<file path="src/rtl/rtc_cal_pkg.sv">
package rtc_cal_pkg;
   localparam int REG_AW = 8;
   localparam logic [REG_AW-1:0] A_SET_WR  = 8'h00;
   localparam logic [REG_AW-1:0] A_SET_RD  = 8'h04;
   localparam logic [REG_AW-1:0] A_CAL_WR  = 8'h08;
   localparam logic [REG_AW-1:0] A_CAL_RD  = 8'h0C;
   localparam logic [REG_AW-1:0] A_NOW     = 8'h10;
   localparam logic [REG_AW-1:0] A_TICK    = 8'h14;
   localparam logic [REG_AW-1:0] A_CTRL    = 8'h40;
   localparam int CTRL_OSC_BIT = 24;
   localparam int CTRL_BAT_BIT = 31;

   typedef struct packed {
      logic bat_en;
      logic osc_en;
   } ctrl_t;
endpackage

</file>
<file path="src/rtl/rtc_tick_divider.sv">
module rtc_tick_divider #(
   parameter int TICK_W   = 16,
   parameter int FRAC_W   = 4,
   parameter bit HAS_FRAC = 1'b1
) (
   input  logic              clk,
   input  logic              rst_n,
   input  logic              osc_en,
   input  logic              restart,
   input  logic              phase_clr,
   input  logic [TICK_W-1:0] tmax,
   input  logic [FRAC_W-1:0] frac_val,
   input  logic              frac_en,
   output logic [TICK_W-1:0] tick_cnt,
   output logic              sec_evt
);
   localparam int CNT_W = TICK_W + 1;

   logic [CNT_W-1:0] cnt_q;
   logic [CNT_W-1:0] limit;
   logic             extra;

   generate
      if (HAS_FRAC) begin : g_frac
         logic [FRAC_W-1:0] phase_q;

         always_ff @(posedge clk or negedge rst_n) begin
            if (!rst_n)
               phase_q <= '0;
            else if (phase_clr)
               phase_q <= '0;
            else if (sec_evt)
               phase_q <= phase_q + 1'b1;
         end

         assign extra = frac_en && (phase_q < frac_val);

         p_phase_step_r6: assert property (@(posedge clk) disable iff (!rst_n)
            (sec_evt && !phase_clr) |=> (phase_q == FRAC_W'($past(phase_q) + 1'b1)));
      end else begin : g_nofrac
         assign extra = 1'b0;
      end
   endgenerate

   assign limit    = {1'b0, tmax} + CNT_W'(extra);
   assign sec_evt  = osc_en && !restart && (cnt_q == limit);
   assign tick_cnt = cnt_q[TICK_W-1:0];

   always_ff @(posedge clk or negedge rst_n) begin
      if (!rst_n)
         cnt_q <= '0;
      else if (restart)
         cnt_q <= '0;
      else if (osc_en) begin
         if (cnt_q == limit)
            cnt_q <= '0;
         else
            cnt_q <= cnt_q + 1'b1;
      end
   end

   p_cnt_bound_r5: assert property (@(posedge clk) disable iff (!rst_n)
      cnt_q <= limit);

   p_restart_clr_r3: assert property (@(posedge clk) disable iff (!rst_n)
      restart |=> (cnt_q == '0));

   p_osc_freeze_r8: assert property (@(posedge clk) disable iff (!rst_n)
      (!osc_en && !restart) |=> $stable(cnt_q));
endmodule

</file>
<file path="src/rtl/rtc_seconds.sv">
module rtc_seconds #(
   parameter int SEC_W = 32
) (
   input  logic             clk,
   input  logic             rst_n,
   input  logic             sec_evt,
   input  logic             set_wr,
   input  logic [SEC_W-1:0] set_val,
   output logic [SEC_W-1:0] secs,
   output logic             sec_pulse
);
   logic pend_q;

   always_ff @(posedge clk or negedge rst_n) begin
      if (!rst_n) begin
         pend_q    <= 1'b0;
         secs      <= '0;
         sec_pulse <= 1'b0;
      end else begin
         sec_pulse <= sec_evt;
         if (set_wr)
            pend_q <= 1'b1;
         else if (sec_evt)
            pend_q <= 1'b0;
         if (sec_evt)
            secs <= pend_q ? set_val : secs + 1'b1;
      end
   end

   p_step_r5: assert property (@(posedge clk) disable iff (!rst_n)
      (sec_evt && !pend_q) |=> (secs == SEC_W'($past(secs) + 1'b1)));

   p_load_r4: assert property (@(posedge clk) disable iff (!rst_n)
      (sec_evt && pend_q) |=> (secs == $past(set_val)));

   p_hold_r4: assert property (@(posedge clk) disable iff (!rst_n)
      !sec_evt |=> $stable(secs));

   p_pulse_r5: assert property (@(posedge clk) disable iff (!rst_n)
      sec_evt |=> sec_pulse);
endmodule

</file>
<file path="src/rtl/rtc_regs.sv">
module rtc_regs
   import rtc_cal_pkg::*;
#(
   parameter int          ADDR_W    = 8,
   parameter int          DATA_W    = 32,
   parameter int          SEC_W     = 32,
   parameter int          TICK_W    = 16,
   parameter int          CAL_W     = 21,
   parameter logic [31:0] CAL_RESET = 32'h0019_8233
) (
   input  logic              clk,
   input  logic              rst_n,
   input  logic              wr_en,
   input  logic [ADDR_W-1:0] addr,
   input  logic [DATA_W-1:0] wdata,
   input  logic [TICK_W-1:0] tick_cnt,
   input  logic [SEC_W-1:0]  secs,
   output logic [DATA_W-1:0] rdata,
   output logic [CAL_W-1:0]  cal_q,
   output ctrl_t             ctrl_q,
   output logic [SEC_W-1:0]  set_val,
   output logic              cal_wr,
   output logic              set_wr
);
   assign set_wr = wr_en && (addr == ADDR_W'(A_SET_WR));
   assign cal_wr = wr_en && (addr == ADDR_W'(A_CAL_WR));

   logic ctrl_wr;
   assign ctrl_wr = wr_en && (addr == ADDR_W'(A_CTRL));

   always_ff @(posedge clk or negedge rst_n) begin
      if (!rst_n) begin
         cal_q         <= CAL_RESET[CAL_W-1:0];
         set_val       <= '0;
         ctrl_q.osc_en <= 1'b1;
         ctrl_q.bat_en <= 1'b0;
      end else begin
         if (cal_wr)
            cal_q <= wdata[CAL_W-1:0];
         if (set_wr)
            set_val <= wdata[SEC_W-1:0];
         if (ctrl_wr) begin
            ctrl_q.osc_en <= wdata[CTRL_OSC_BIT];
            ctrl_q.bat_en <= wdata[CTRL_BAT_BIT];
         end
      end
   end

   always_comb begin
      rdata = '0;
      if (addr == ADDR_W'(A_SET_RD))
         rdata = DATA_W'(set_val);
      else if (addr == ADDR_W'(A_CAL_RD))
         rdata = DATA_W'(cal_q);
      else if (addr == ADDR_W'(A_NOW))
         rdata = DATA_W'(secs);
      else if (addr == ADDR_W'(A_TICK))
         rdata = DATA_W'(tick_cnt);
      else if (addr == ADDR_W'(A_CTRL)) begin
         rdata[CTRL_OSC_BIT] = ctrl_q.osc_en;
         rdata[CTRL_BAT_BIT] = ctrl_q.bat_en;
      end
   end

   p_cal_keep_r10: assert property (@(posedge clk) disable iff (!rst_n)
      !cal_wr |=> $stable(cal_q));

   p_set_keep_r10: assert property (@(posedge clk) disable iff (!rst_n)
      !set_wr |=> $stable(set_val));
endmodule

</file>
<file path="src/rtl/rtc_sec_core.sv">
module rtc_sec_core
   import rtc_cal_pkg::*;
#(
   parameter int          ADDR_W    = 8,
   parameter int          DATA_W    = 32,
   parameter int          SEC_W     = 32,
   parameter int          TICK_W    = 16,
   parameter int          FRAC_W    = 4,
   parameter bit          HAS_FRAC  = 1'b1,
   parameter logic [31:0] CAL_RESET = 32'h0019_8233
) (
   input  logic              clk,
   input  logic              rst_n,
   input  logic              wr_en,
   input  logic [ADDR_W-1:0] addr,
   input  logic [DATA_W-1:0] wdata,
   output logic [DATA_W-1:0] rdata,
   output logic              sec_pulse
);
   localparam int CAL_W   = TICK_W + FRAC_W + 1;
   localparam int FRAC_LO = TICK_W;
   localparam int EN_BIT  = TICK_W + FRAC_W;

   generate
      if (TICK_W < 2 || TICK_W > 24) begin : g_bad_tick
         $error("rtc_sec_core: TICK_W out of range");
      end
      if (FRAC_W < 1 || FRAC_W > 6) begin : g_bad_frac
         $error("rtc_sec_core: FRAC_W out of range");
      end
      if (SEC_W < 8 || SEC_W > DATA_W) begin : g_bad_sec
         $error("rtc_sec_core: SEC_W must lie between 8 and DATA_W");
      end
      if (CAL_W > DATA_W) begin : g_bad_cal
         $error("rtc_sec_core: calibration word wider than data bus");
      end
      if (ADDR_W < REG_AW) begin : g_bad_addr
         $error("rtc_sec_core: ADDR_W too narrow for register map");
      end
      if ((CAL_RESET >> CAL_W) != 32'd0) begin : g_bad_rst
         $error("rtc_sec_core: CAL_RESET wider than calibration word");
      end
   endgenerate

   logic [CAL_W-1:0]  cal_q;
   ctrl_t             ctrl_q;
   logic [SEC_W-1:0]  set_val;
   logic [SEC_W-1:0]  secs;
   logic [TICK_W-1:0] tick_cnt;
   logic              cal_wr;
   logic              set_wr;
   logic              sec_evt;
   logic              restart;

   assign restart = cal_wr || set_wr;

   rtc_regs #(
      .ADDR_W   (ADDR_W),
      .DATA_W   (DATA_W),
      .SEC_W    (SEC_W),
      .TICK_W   (TICK_W),
      .CAL_W    (CAL_W),
      .CAL_RESET(CAL_RESET)
   ) u_regs (
      .clk     (clk),
      .rst_n   (rst_n),
      .wr_en   (wr_en),
      .addr    (addr),
      .wdata   (wdata),
      .tick_cnt(tick_cnt),
      .secs    (secs),
      .rdata   (rdata),
      .cal_q   (cal_q),
      .ctrl_q  (ctrl_q),
      .set_val (set_val),
      .cal_wr  (cal_wr),
      .set_wr  (set_wr)
   );

   rtc_tick_divider #(
      .TICK_W  (TICK_W),
      .FRAC_W  (FRAC_W),
      .HAS_FRAC(HAS_FRAC)
   ) u_div (
      .clk      (clk),
      .rst_n    (rst_n),
      .osc_en   (ctrl_q.osc_en),
      .restart  (restart),
      .phase_clr(cal_wr),
      .tmax     (cal_q[TICK_W-1:0]),
      .frac_val (cal_q[FRAC_LO +: FRAC_W]),
      .frac_en  (cal_q[EN_BIT]),
      .tick_cnt (tick_cnt),
      .sec_evt  (sec_evt)
   );

   rtc_seconds #(
      .SEC_W(SEC_W)
   ) u_secs (
      .clk      (clk),
      .rst_n    (rst_n),
      .sec_evt  (sec_evt),
      .set_wr   (set_wr),
      .set_val  (set_val),
      .secs     (secs),
      .sec_pulse(sec_pulse)
   );

   p_no_evt_on_write_r3: assert property (@(posedge clk) disable iff (!rst_n)
      restart |=> !sec_pulse);

   p_frozen_time_r8: assert property (@(posedge clk) disable iff (!rst_n)
      !ctrl_q.osc_en |=> !sec_pulse);
endmodule

</file>
<file path="config.mk">
export PLATFORM = sky130hd
export DESIGN_NAME = rtc_sec_core
export DESIGN_NICKNAME = d
export VERILOG_FILES = /design/src/rtl/rtc_cal_pkg.sv /design/src/rtl/rtc_tick_divider.sv /design/src/rtl/rtc_seconds.sv /design/src/rtl/rtc_regs.sv /design/src/rtl/rtc_sec_core.sv
export SDC_FILE = /design/constraint.sdc
export NUM_CORES = 1
export LEC_CHECK = 0
export BUFFER_PORTS_ARGS = -buffer_cell sky130_fd_sc_hd__buf_2
export CAP_MARGIN = 20
export CORE_ASPECT_RATIO = 0.7
export CORE_UTILIZATION = 55
export CTS_BUF_LIST = sky130_fd_sc_hd__clkbuf_4
export DETAILED_ROUTE_END_ITERATION = 6
export PLACE_DENSITY_LB_ADDON = 0.25
export SYNTH_ARGS = -nofsm -noshare
export SYNTH_HDL_FRONTEND = slang
export SYNTH_SLANG_ARGS = --single-unit
</file>
<file path="constraint.sdc">
create_clock -name clk -period 3.2 [get_ports clk]
set_input_delay 0.64 -clock clk [delete_from_list [all_inputs] [get_ports clk]]
set_output_delay 0.64 -clock clk [all_outputs]
set_load 0.02 [all_outputs]
</file>
### Word-level counts from Yosys, hierarchy flattened

Index checks and enable logic that the tools add are counted.

* reduce and logical (&&, ||, !) cells: 12
* magnitude comparators: 1
* multiplexer cells: 16
* add/sub/neg operators: 4
* equality and inequality tests: 7

Operators by type and width (number)
* $mux 32: 4
* $mux 17: 3
* $add 32x1->32 const B: 1
* $add 16x1->17: 1
* $add 17x1->17 const B: 1
* $eq 17x17->1: 1
* $eq 8x4->1 const B: 2
* $eq 8x5->1 const B: 2
* $mux 16: 1
* $eq 8x3->1 const B: 1
* $eq 8x7->1 const B: 1
* $logic_not 8->1: 1
* $mux 4: 2
* $logic_and 1x1->1: 6
* $mux 1: 6
* $reduce_bool 2->1: 3
* $add 4x1->4 const B: 1
* $lt 4x4->1: 1
* $logic_not 1->1: 1
* $logic_or 1x1->1: 1

* word-level logic and storage cells: 49
* input bits: 43
* bits in registers: 110

### Depth between registers and ports, before layout

Gate-level depths: netlist of run 1.

* word-level depth: 8
* depth in mapped cells: 18
* depth with buffers taken out: 17

### Hierarchy

A second synthesis of run 1 with hierarchy kept.

* cell total of the unflattened synthesis: 700
* area total of the unflattened synthesis: 6904.1 um^2

Modules (own cells, without submodules)
* rtc_regs: sequential area each 1388.8 um^2, times used 1, area an instance 2914.0 um^2, cells each 221
* rtc_seconds: sequential area each 850.8 um^2, times used 1, area an instance 2118.3 um^2, cells each 253
* rtc_tick_divider: sequential area each 525.5 um^2, times used 1, area an instance 1865.5 um^2, cells each 225
* rtc_sec_core: sequential area each 0.0 um^2, times used 1, area an instance 6.3 um^2, cells each 1

### Worst setup path before layout of run 1

Ideal clock, no wire load.

* path type: register -> register
* from: register u_div.g_frac.phase_q[1]
* to: register u_secs.secs[29]
* setup slack: -0.231 ns
* arrival time: 3.302 ns
* setup time: 0.128 ns
* data required time: 3.072 ns
* cell stages (with the launch flop): 18
* path through: dfrtp_1 -> ha_1 -> a21oi_1 -> nor2b_1 -> o21ai_0 -> and3b_1 -> ha_1 -> ha_1 -> inv_1 -> nor4_1 -> o311a_1 -> o21ai_1 -> a221oi_4 -> nand3_4 -> clkinv_2 -> buf_6 -> mux2i_1 -> nand3_1

* word-level cells in the longest chain between the ends: 5

RTL lines
* from (decl): line rtc_tick_divider.sv:25 `logic [FRAC_W-1:0] phase_q;`
* from (signal assigned): line rtc_tick_divider.sv:33 `phase_q <= phase_q + 1'b1;`
* $lt 4x4->1: line rtc_tick_divider.sv:36 `assign extra = frac_en && (phase_q < frac_val);`
* $logic_and 1x1->1: line rtc_tick_divider.sv:36
* $add 16x1->17: line rtc_tick_divider.sv:45 `assign limit = {1'b0, tmax} + CNT_W'(extra);`
* $eq 17x17->1: line rtc_tick_divider.sv:46 `assign sec_evt = osc_en && !restart && (cnt_q == limit);`
* $logic_and 1x1->1: line rtc_tick_divider.sv:46
* to (signal assigned): line rtc_seconds.sv:26 `secs <= pend_q ? set_val : secs + 1'b1;`
* to (decl): line rtc_seconds.sv:9 `output logic [SEC_W-1:0] secs,`

No other way between the ends.
A chain may end at the register's enable or synchronous reset.

### Worst setup path in the final report of run 1

* from: register u_regs.cal_q[17]
* to: register u_div.cnt_q[14]

* word-level cells in the longest chain between the ends: 7

RTL lines
* from (decl): line rtc_regs.sv:19 `output logic [CAL_W-1:0] cal_q,`
* from (signal assigned): line rtc_regs.sv:33 `cal_q <= CAL_RESET[CAL_W-1:0];`
* from (signal assigned): line rtc_regs.sv:39 `cal_q <= wdata[CAL_W-1:0];`
* $lt 4x4->1: line rtc_tick_divider.sv:36
* $logic_and 1x1->1: line rtc_tick_divider.sv:36
* $add 16x1->17: line rtc_tick_divider.sv:45
* $eq 17x17->1: line rtc_tick_divider.sv:55 `if (cnt_q == limit)`
* $mux 17: line rtc_tick_divider.sv:55
* $mux 17: line rtc_tick_divider.sv:54 `else if (osc_en) begin`
* $mux 17: line rtc_tick_divider.sv:52 `else if (restart)`
* to (signal assigned): line rtc_tick_divider.sv:58 `cnt_q <= cnt_q + 1'b1;`
* to (decl): line rtc_tick_divider.sv:19 `logic [CNT_W-1:0] cnt_q;`

No other way between the ends. The select of a mux whose other input is x is not followed.

==> results.toml, run 1 <==
[layout]
layout_common_cells = "99 x dfrtp_1, 74 x buf_2, 56 x mux2_2, 50 x nand2_1, 48 x buf_4"
fill_cells = 956
drive_gt1_share_pct = 36.8
final_common_cell = "dfrtp_1"
diodes = 0
area_growth_pct = 22.4
nNetsFinal = 861

[timing]
drv_slew = 0
grt_setup_unrepaired = "yes"
relSlewSlack_pct = 39.2
hold_viol = 0
clock_skew_ns = 0.0203
setup_viol = 52
fin_setup_tns_ns = -5.41
min_period_over_period_pct = 106
worstMarginPinSlew_ns = 0.911
max_freq_mhz = 294
layout_setup_ws_ns = -0.198
holdWs_ns = 0.137
post-route-min-period_ns = 3.40

[yosys]
synthCells = 704
synth_top_area_share_pct = 37.2
avgSynthCellArea_sq_um = 9.56
yosysWarnings = 0
async_flop_share_pct = 100
yosysSeqAreaShare_pct = 41.1
synth_cell_type_count = 63
synth_area_leaders = "dfrtp_1 37%, mux2_2 9.4%, mux2i_1 5.8%"
synth_ff_type = "dfrtp_1"
netlist_area_sq_um = 6730
ys_ff_latch = 110
synth_top_area_cell = "dfrtp_1"
syn-num-nets = 755
synth_edf_count = 0

[global_route]
grt_pass1_wl_um = 30900
track_usage_pct = 31.8
antenna_found_initial = 0
grt_start_max_net_pins = 66
grt_pass1_vias = 5760
grt-ovfl-total = 0

[hold_path]
hold_path_class = "input port to asynchronous set/reset pin"

[drt]
wl_met1_um = 9420
routed_via_density = 6.34
vias = 6162
postRouteAntennaNets = 0
route.detailed.drc = 0
routedWlPerCell_um = 20.6
dr.pass1.iters = 5
drtIter0Drc = 570
wl_um = 20100
dr_wl_met3_um = 1410
met2WireLength_um = 9050
highest_layer = "met4"

[floorplanning]
start_util_pct = 57.0
die-area_sq_um = 12700
core_area_sq_um = 11800
die_w_um = 134
io_pins = 76
rows = 33
die_h_um = 94.5

[clock_tree]
clkSinkCount = 110
root_buffer = "clkbuf_4"
cts.path.max_buffers = 2
cts_buffers = 9
path_clk_slew_ns = 0.17
cts_tree = "yes"
htreeDepth = 3
clock_latency_ns = 0.49
holdBufCountCts = 0

[place]
gp_congestion = 0.914
dp_hpwl_um = 14000
pre_cts_slack_ns = -0.279
numPortBuffers = 75

[worst_setup_path]
cp.arrival_ns = 3.78
cp-end-kind = "flop"
worstPathRequired_ns = 3.58
crit_type = "flop to flop"
r2r_cells = 17
cp-start-kind = "flop"
path_max_fanout = 8

[outcome]
violations = "negative setup slack"
outcome = "complete, but fails checks"

[job]
cap_violations = 0

[power_and_ir_drop]
leakage_nw = 3.69
vdd_ir_drop_max_mv = 0.678
power_density_nw_per_um2 = 447
-- metrics by stage --
step,power [mW],std cells,utilization [%],area (sq um)
finish,3.68,972,69.7,8240
global route,3.87,972,69.7,8240
floorplan,2.38,704,-,6790
detailed placement,2.73,941,64.1,7570
global placement,2.68,940,64.0,7560
CTS,3.57,965,67.1,7930
-- Yosys cell counts, types with 4 or more instances --
cell / n
nor3b_1: 4
nor4_1: 11
nand3_1: 32
xor2_1: 13
buf_6: 4
o22ai_1: 18
mux2i_1: 39
a22o_1: 16
a221o_1: 4
inv_1: 13
o21ai_1: 14
nor3_1: 16
nand2_1: 55
a32oi_1: 6
mux2_2: 56
a31oi_1: 10
o21ai_0: 39
buf_1: 8
ha_1: 8
clkbuf_1: 28
a211oi_1: 4
xnor2_1: 10
nor2_1: 47
dfrtp_1: 100
dfstp_2: 10
nand4_1: 12
a2bb2oi_1: 4
o21a_1: 9
and3_1: 12
buf_2: 5
a21oi_1: 32
nor2b_1: 11
-- where the power goes --
| group | total, mW | internal [mW] | switching, mW |
|---|---|---|---|
| sequential | 1.76 | 1.54 | 0.214 |
| clock | 0.761 | 0.252 | 0.510 |
| combinational | 1.17 | 0.510 | 0.657 |
| total | 3.68 | 2.30 | 1.38 |
-- registers in the layout, summed over array words and instances, names as in the netlist --
signal	cells
u_div.cnt_q	17
u_secs.pend_q	1
u_secs.sec_pulse	1
u_regs.ctrl_q	2
u_regs.cal_q	21
u_div.g_frac.phase_q	4
u_regs.set_val	32
u_secs.secs	32
-- per-layer routing --
metal / up-vias / track usage (%)
met5: - / 0
met4: 0 / 6.37
met3: 20 / 6.23
met2: 260 / 48.0
met1: 3050 / 47.3
li1: 2832 / -
-- kinds of logic after synthesis --
family	after synthesis	share of synthesized area, %
AND/OR/NAND/NOR	230	17.8
AO/OA/AOI/OAI	177	17.4
flip-flops	110	41.1
multiplexers	95	15.2
buffers and inverters	61	4.03
XOR/XNOR	23	2.99
adder cells (fa/ha/maj)	8	1.49
-- cell type report --
type	count	area [sq um]	share of cell area, %
Tap cell	157	196	2.38
Clock inverter	7	80.1	0.972
Multi-Input combinational cell	534	4030	48.9
Sequential cell	110	2770	33.6
Inverter	14	65.1	0.790
Clock buffer	9	67.6	0.820
Timing Repair Buffer	141	1040	12.6
-- worst paths after layout --
kind,start,slack [ns],to
max reg2reg,u_regs.cal_q[17],-0.20,u_div.cnt_q[14]
max,u_regs.cal_q[17],-0.20,u_div.cnt_q[14]
max in group asynchronous,rst_n,2.25,u_regs.cal_q[1]
min,rst_n,0.14,u_secs.sec_pulse
min in group clk,wdata[25],0.36,u_regs.set_val[25]
min reg2reg,u_regs.ctrl_q[1],0.54,u_regs.ctrl_q[1]
-- timing repair --
item | in CTS | in global routing
resized for setup | 35 | 60
pin swaps | 10 | 18
gates cloned | 2 | 3
setup buffers | 6 | 4
setup endpoints to repair | 55 | 57
-- worst max-delay path, stage by stage (launching register included) --
cell and delay, ns:
dfrtp_1 0.39, inv_1 0.05, ha_1 0.29, a21oi_2 0.12
nor2b_1 0.05, o21ai_1 0.10, and3b_2 0.22, ha_4 0.17
nand2_4 0.06, or4_4 0.47, a32oi_1 0.20, mux2i_1 0.14
a221oi_4 0.24, buf_4 0.17, buf_12 0.10, a21oi_4 0.09
and3_1 0.18, a221o_1 0.25
(Power assumes the default switching activity.)
==> inputs of run 2 (changes only) <==
--- a/config.mk
+++ b/config.mk
@@ -8,8 +8,9 @@
 export BUFFER_PORTS_ARGS = -buffer_cell sky130_fd_sc_hd__buf_2
 export CAP_MARGIN = 20
 export CORE_ASPECT_RATIO = 0.7
-export CORE_UTILIZATION = 55
+export CORE_UTILIZATION = 61
 export CTS_BUF_LIST = sky130_fd_sc_hd__clkbuf_4
+export CTS_CLUSTER_DIAMETER = 100
 export DETAILED_ROUTE_END_ITERATION = 6
 export PLACE_DENSITY_LB_ADDON = 0.25
 export SYNTH_ARGS = -nofsm -noshare
==> constraint.sdc (replaced) <==
create_clock -name clk -period 3.29 [get_ports clk]
set_input_delay 0.658 -clock clk [delete_from_list [all_inputs] [get_ports clk]]
set_output_delay 0.658 -clock clk [all_outputs]
set_load 0.02 [all_outputs]
==> run 2 against run 1 <==
  * The run still ends with negative setup slack left
  * Utilization increased by 7.2 points
  * Critical path depth decreased by 1
  * Final cell count decreased by 0.93%
  * Sequential share of layout area increased by 0.47 points
  * Clock power decreased by 18%
  * Via count increased by 4.3%
  * Total power decreased by 4.2%
  * Wire length increased by 0.49%
  * Register-to-register slack improved by 0.07 ns
  * Setup slack improved by 0.071 ns
  * Design area decreased by 1.4%
  * Largest power group unchanged
  * Highest routed layer unchanged
==> results.toml, run 2 (same netlist as run 1, synthesis figures left out) <==
[timing]
grt_setup_unrepaired = "yes"
worstMarginPinSlew_ns = 0.555
drv_slew = 0
hold_viol = 0
clock_skew_ns = 0.0183
holdWs_ns = 0.130
min_period_over_period_pct = 104
fin_setup_tns_ns = -3.29
layout_setup_ws_ns = -0.128
post-route-min-period_ns = 3.42
max_freq_mhz = 293
setup_viol = 46
relSlewSlack_pct = 63.0

[global_route]
track_usage_pct = 35.1
grt_pass1_wl_um = 31200
grt-ovfl-total = 0
antenna_found_initial = 0
grt_start_max_net_pins = 71
grt_pass1_vias = 6049

[layout]
largestRegisters = "u_regs.set_val x32, u_secs.secs x32, u_regs.cal_q x21"
diodes = 0
fin_util_pct = 77.0
final_common_cell = "dfrtp_1"
drive_gt1_share_pct = 35.3
layout_common_cells = "99 x dfrtp_1, 74 x buf_2, 56 x mux2_2, 53 x nand2_1, 48 x buf_4"
fin_area_sq_um = 8120
fill_cells = 731
final_cell_count_no_fill = 963
nNetsFinal = 861
area_growth_pct = 20.7

[worst_setup_path]
reg2reg_to = "u_div.cnt_q[13]"
r2r_slack_ns = -0.13
cp-start-kind = "flop"
worstPathRequired_ns = 3.69
r2r_start = "u_div.g_frac.phase_q[1]"
r2r_cells = 16
cp-end-kind = "flop"
path_max_fanout = 8
crit_type = "flop to flop"
cp.arrival_ns = 3.81

[clock_tree]
holdBufCountCts = 0
clkSinkCount = 110
cts.path.max_buffers = 2
htreeDepth = 3
clock_latency_ns = 0.50
root_buffer = "clkbuf_4"
path_clk_slew_ns = 0.16
cts_buffers = 9
cts_tree = "yes"

[place]
dp_hpwl_um = 13500
dpl.cell_count = 929
numPortBuffers = 75
pre_cts_slack_ns = -0.244
placed_area_sq_um = 7520
gp_congestion = 0.898

[drt]
wl_um = 20200
route.detailed.drc = 0
routedWlPerCell_um = 20.9
vias = 6425
dr.pass1.iters = 6
drtIter0Drc = 584
routed_via_density = 6.67
postRouteAntennaNets = 0

[outcome]
outcome = "complete, but fails checks"
violations = "negative setup slack"

[hold_path]
hold_path_class = "input port to asynchronous set/reset pin"

[power_and_ir_drop]
power_density_nw_per_um2 = 434
power.total_mw = 3.53
leakage_nw = 3.65
vdd_ir_drop_max_mv = 0.242

[job]
cap_violations = 0

[floorplanning]
rows = 31
die_h_um = 89.9
core_area_sq_um = 10600
start_util_pct = 63.8
io_pins = 76
die-area_sq_um = 11500
die_w_um = 128
run 2: cell count changes in the layout (fill, tap and decap cells not counted), sizes merged:
cell and change:
bufinv -1, bufbuf +1, clkinvlp +3, buf -2
inv -1
run 2: worst max path at each step:
stage / startpoint / endpoint / slack [ns]
after global routing: u_div.g_frac.phase_q[1] / u_secs.secs[28] / -0.24
after detailed placement: u_regs.cal_q[17] / u_secs.secs[7] / -0.24
after global placement: u_regs.cal_q[17] / u_div.g_frac.phase_q[2] / -0.10
final: u_div.g_frac.phase_q[1] / u_div.cnt_q[13] / -0.13
after CTS: u_regs.cal_q[17] / u_div.g_frac.phase_q[2] / -0.08
after floorplan: u_div.g_frac.phase_q[1] / u_secs.secs[29] / -0.02
run 2: cell type report:
cell class	count	area, sq um	share of cell area [%]
clock buffers	9	67.6	0.832
clock inverters	7	48.8	0.601
inverters	14	67.6	0.832
multi-input cells	534	3960	48.7
flip-flops and latches	110	2770	34.1
well taps	148	185	2.28
repair buffers	140	1020	12.6
repair inverters	1	8.76	0.108
run 2: timing repair:
action,CTS,global route
setup buffers,8,4
pin swaps,14,28
setup endpoints to repair,53,56
gates resized for setup,44,48
cloned,1,4
run 2: layer usage:
layer,routed length (um),global-route usage (%),share of wire [%],up-vias
li1,-,-,-,2824
met1,8470,50.7,42,3142
met2,9070,54.0,45,399
met3,2150,6.73,11,60
met4,473,9.62,2.3,0
met5,0,0,0,-
run 2: worst max-delay path, cell delays in order (launching register included):
cell	delay, ns
dfrtp_1	0.45
ha_4	0.25
a21oi_2	0.15
nor2b_1	0.06
o21ai_1	0.10
and3b_2	0.23
ha_4	0.17
nand2_2	0.06
or4_1	0.46
a32oi_1	0.21
mux2i_1	0.14
a221oi_4	0.27
buf_6	0.17
a21oi_4	0.10
buf_6	0.18
a21o_1	0.15
a22o_1	0.17
run 2: power breakdown:
group          total, mW  switching, mW  internal (mW)
clock              0.627          0.472          0.155
combinational       1.16          0.622          0.534
sequential          1.74          0.247           1.50
total               3.53           1.34           2.19
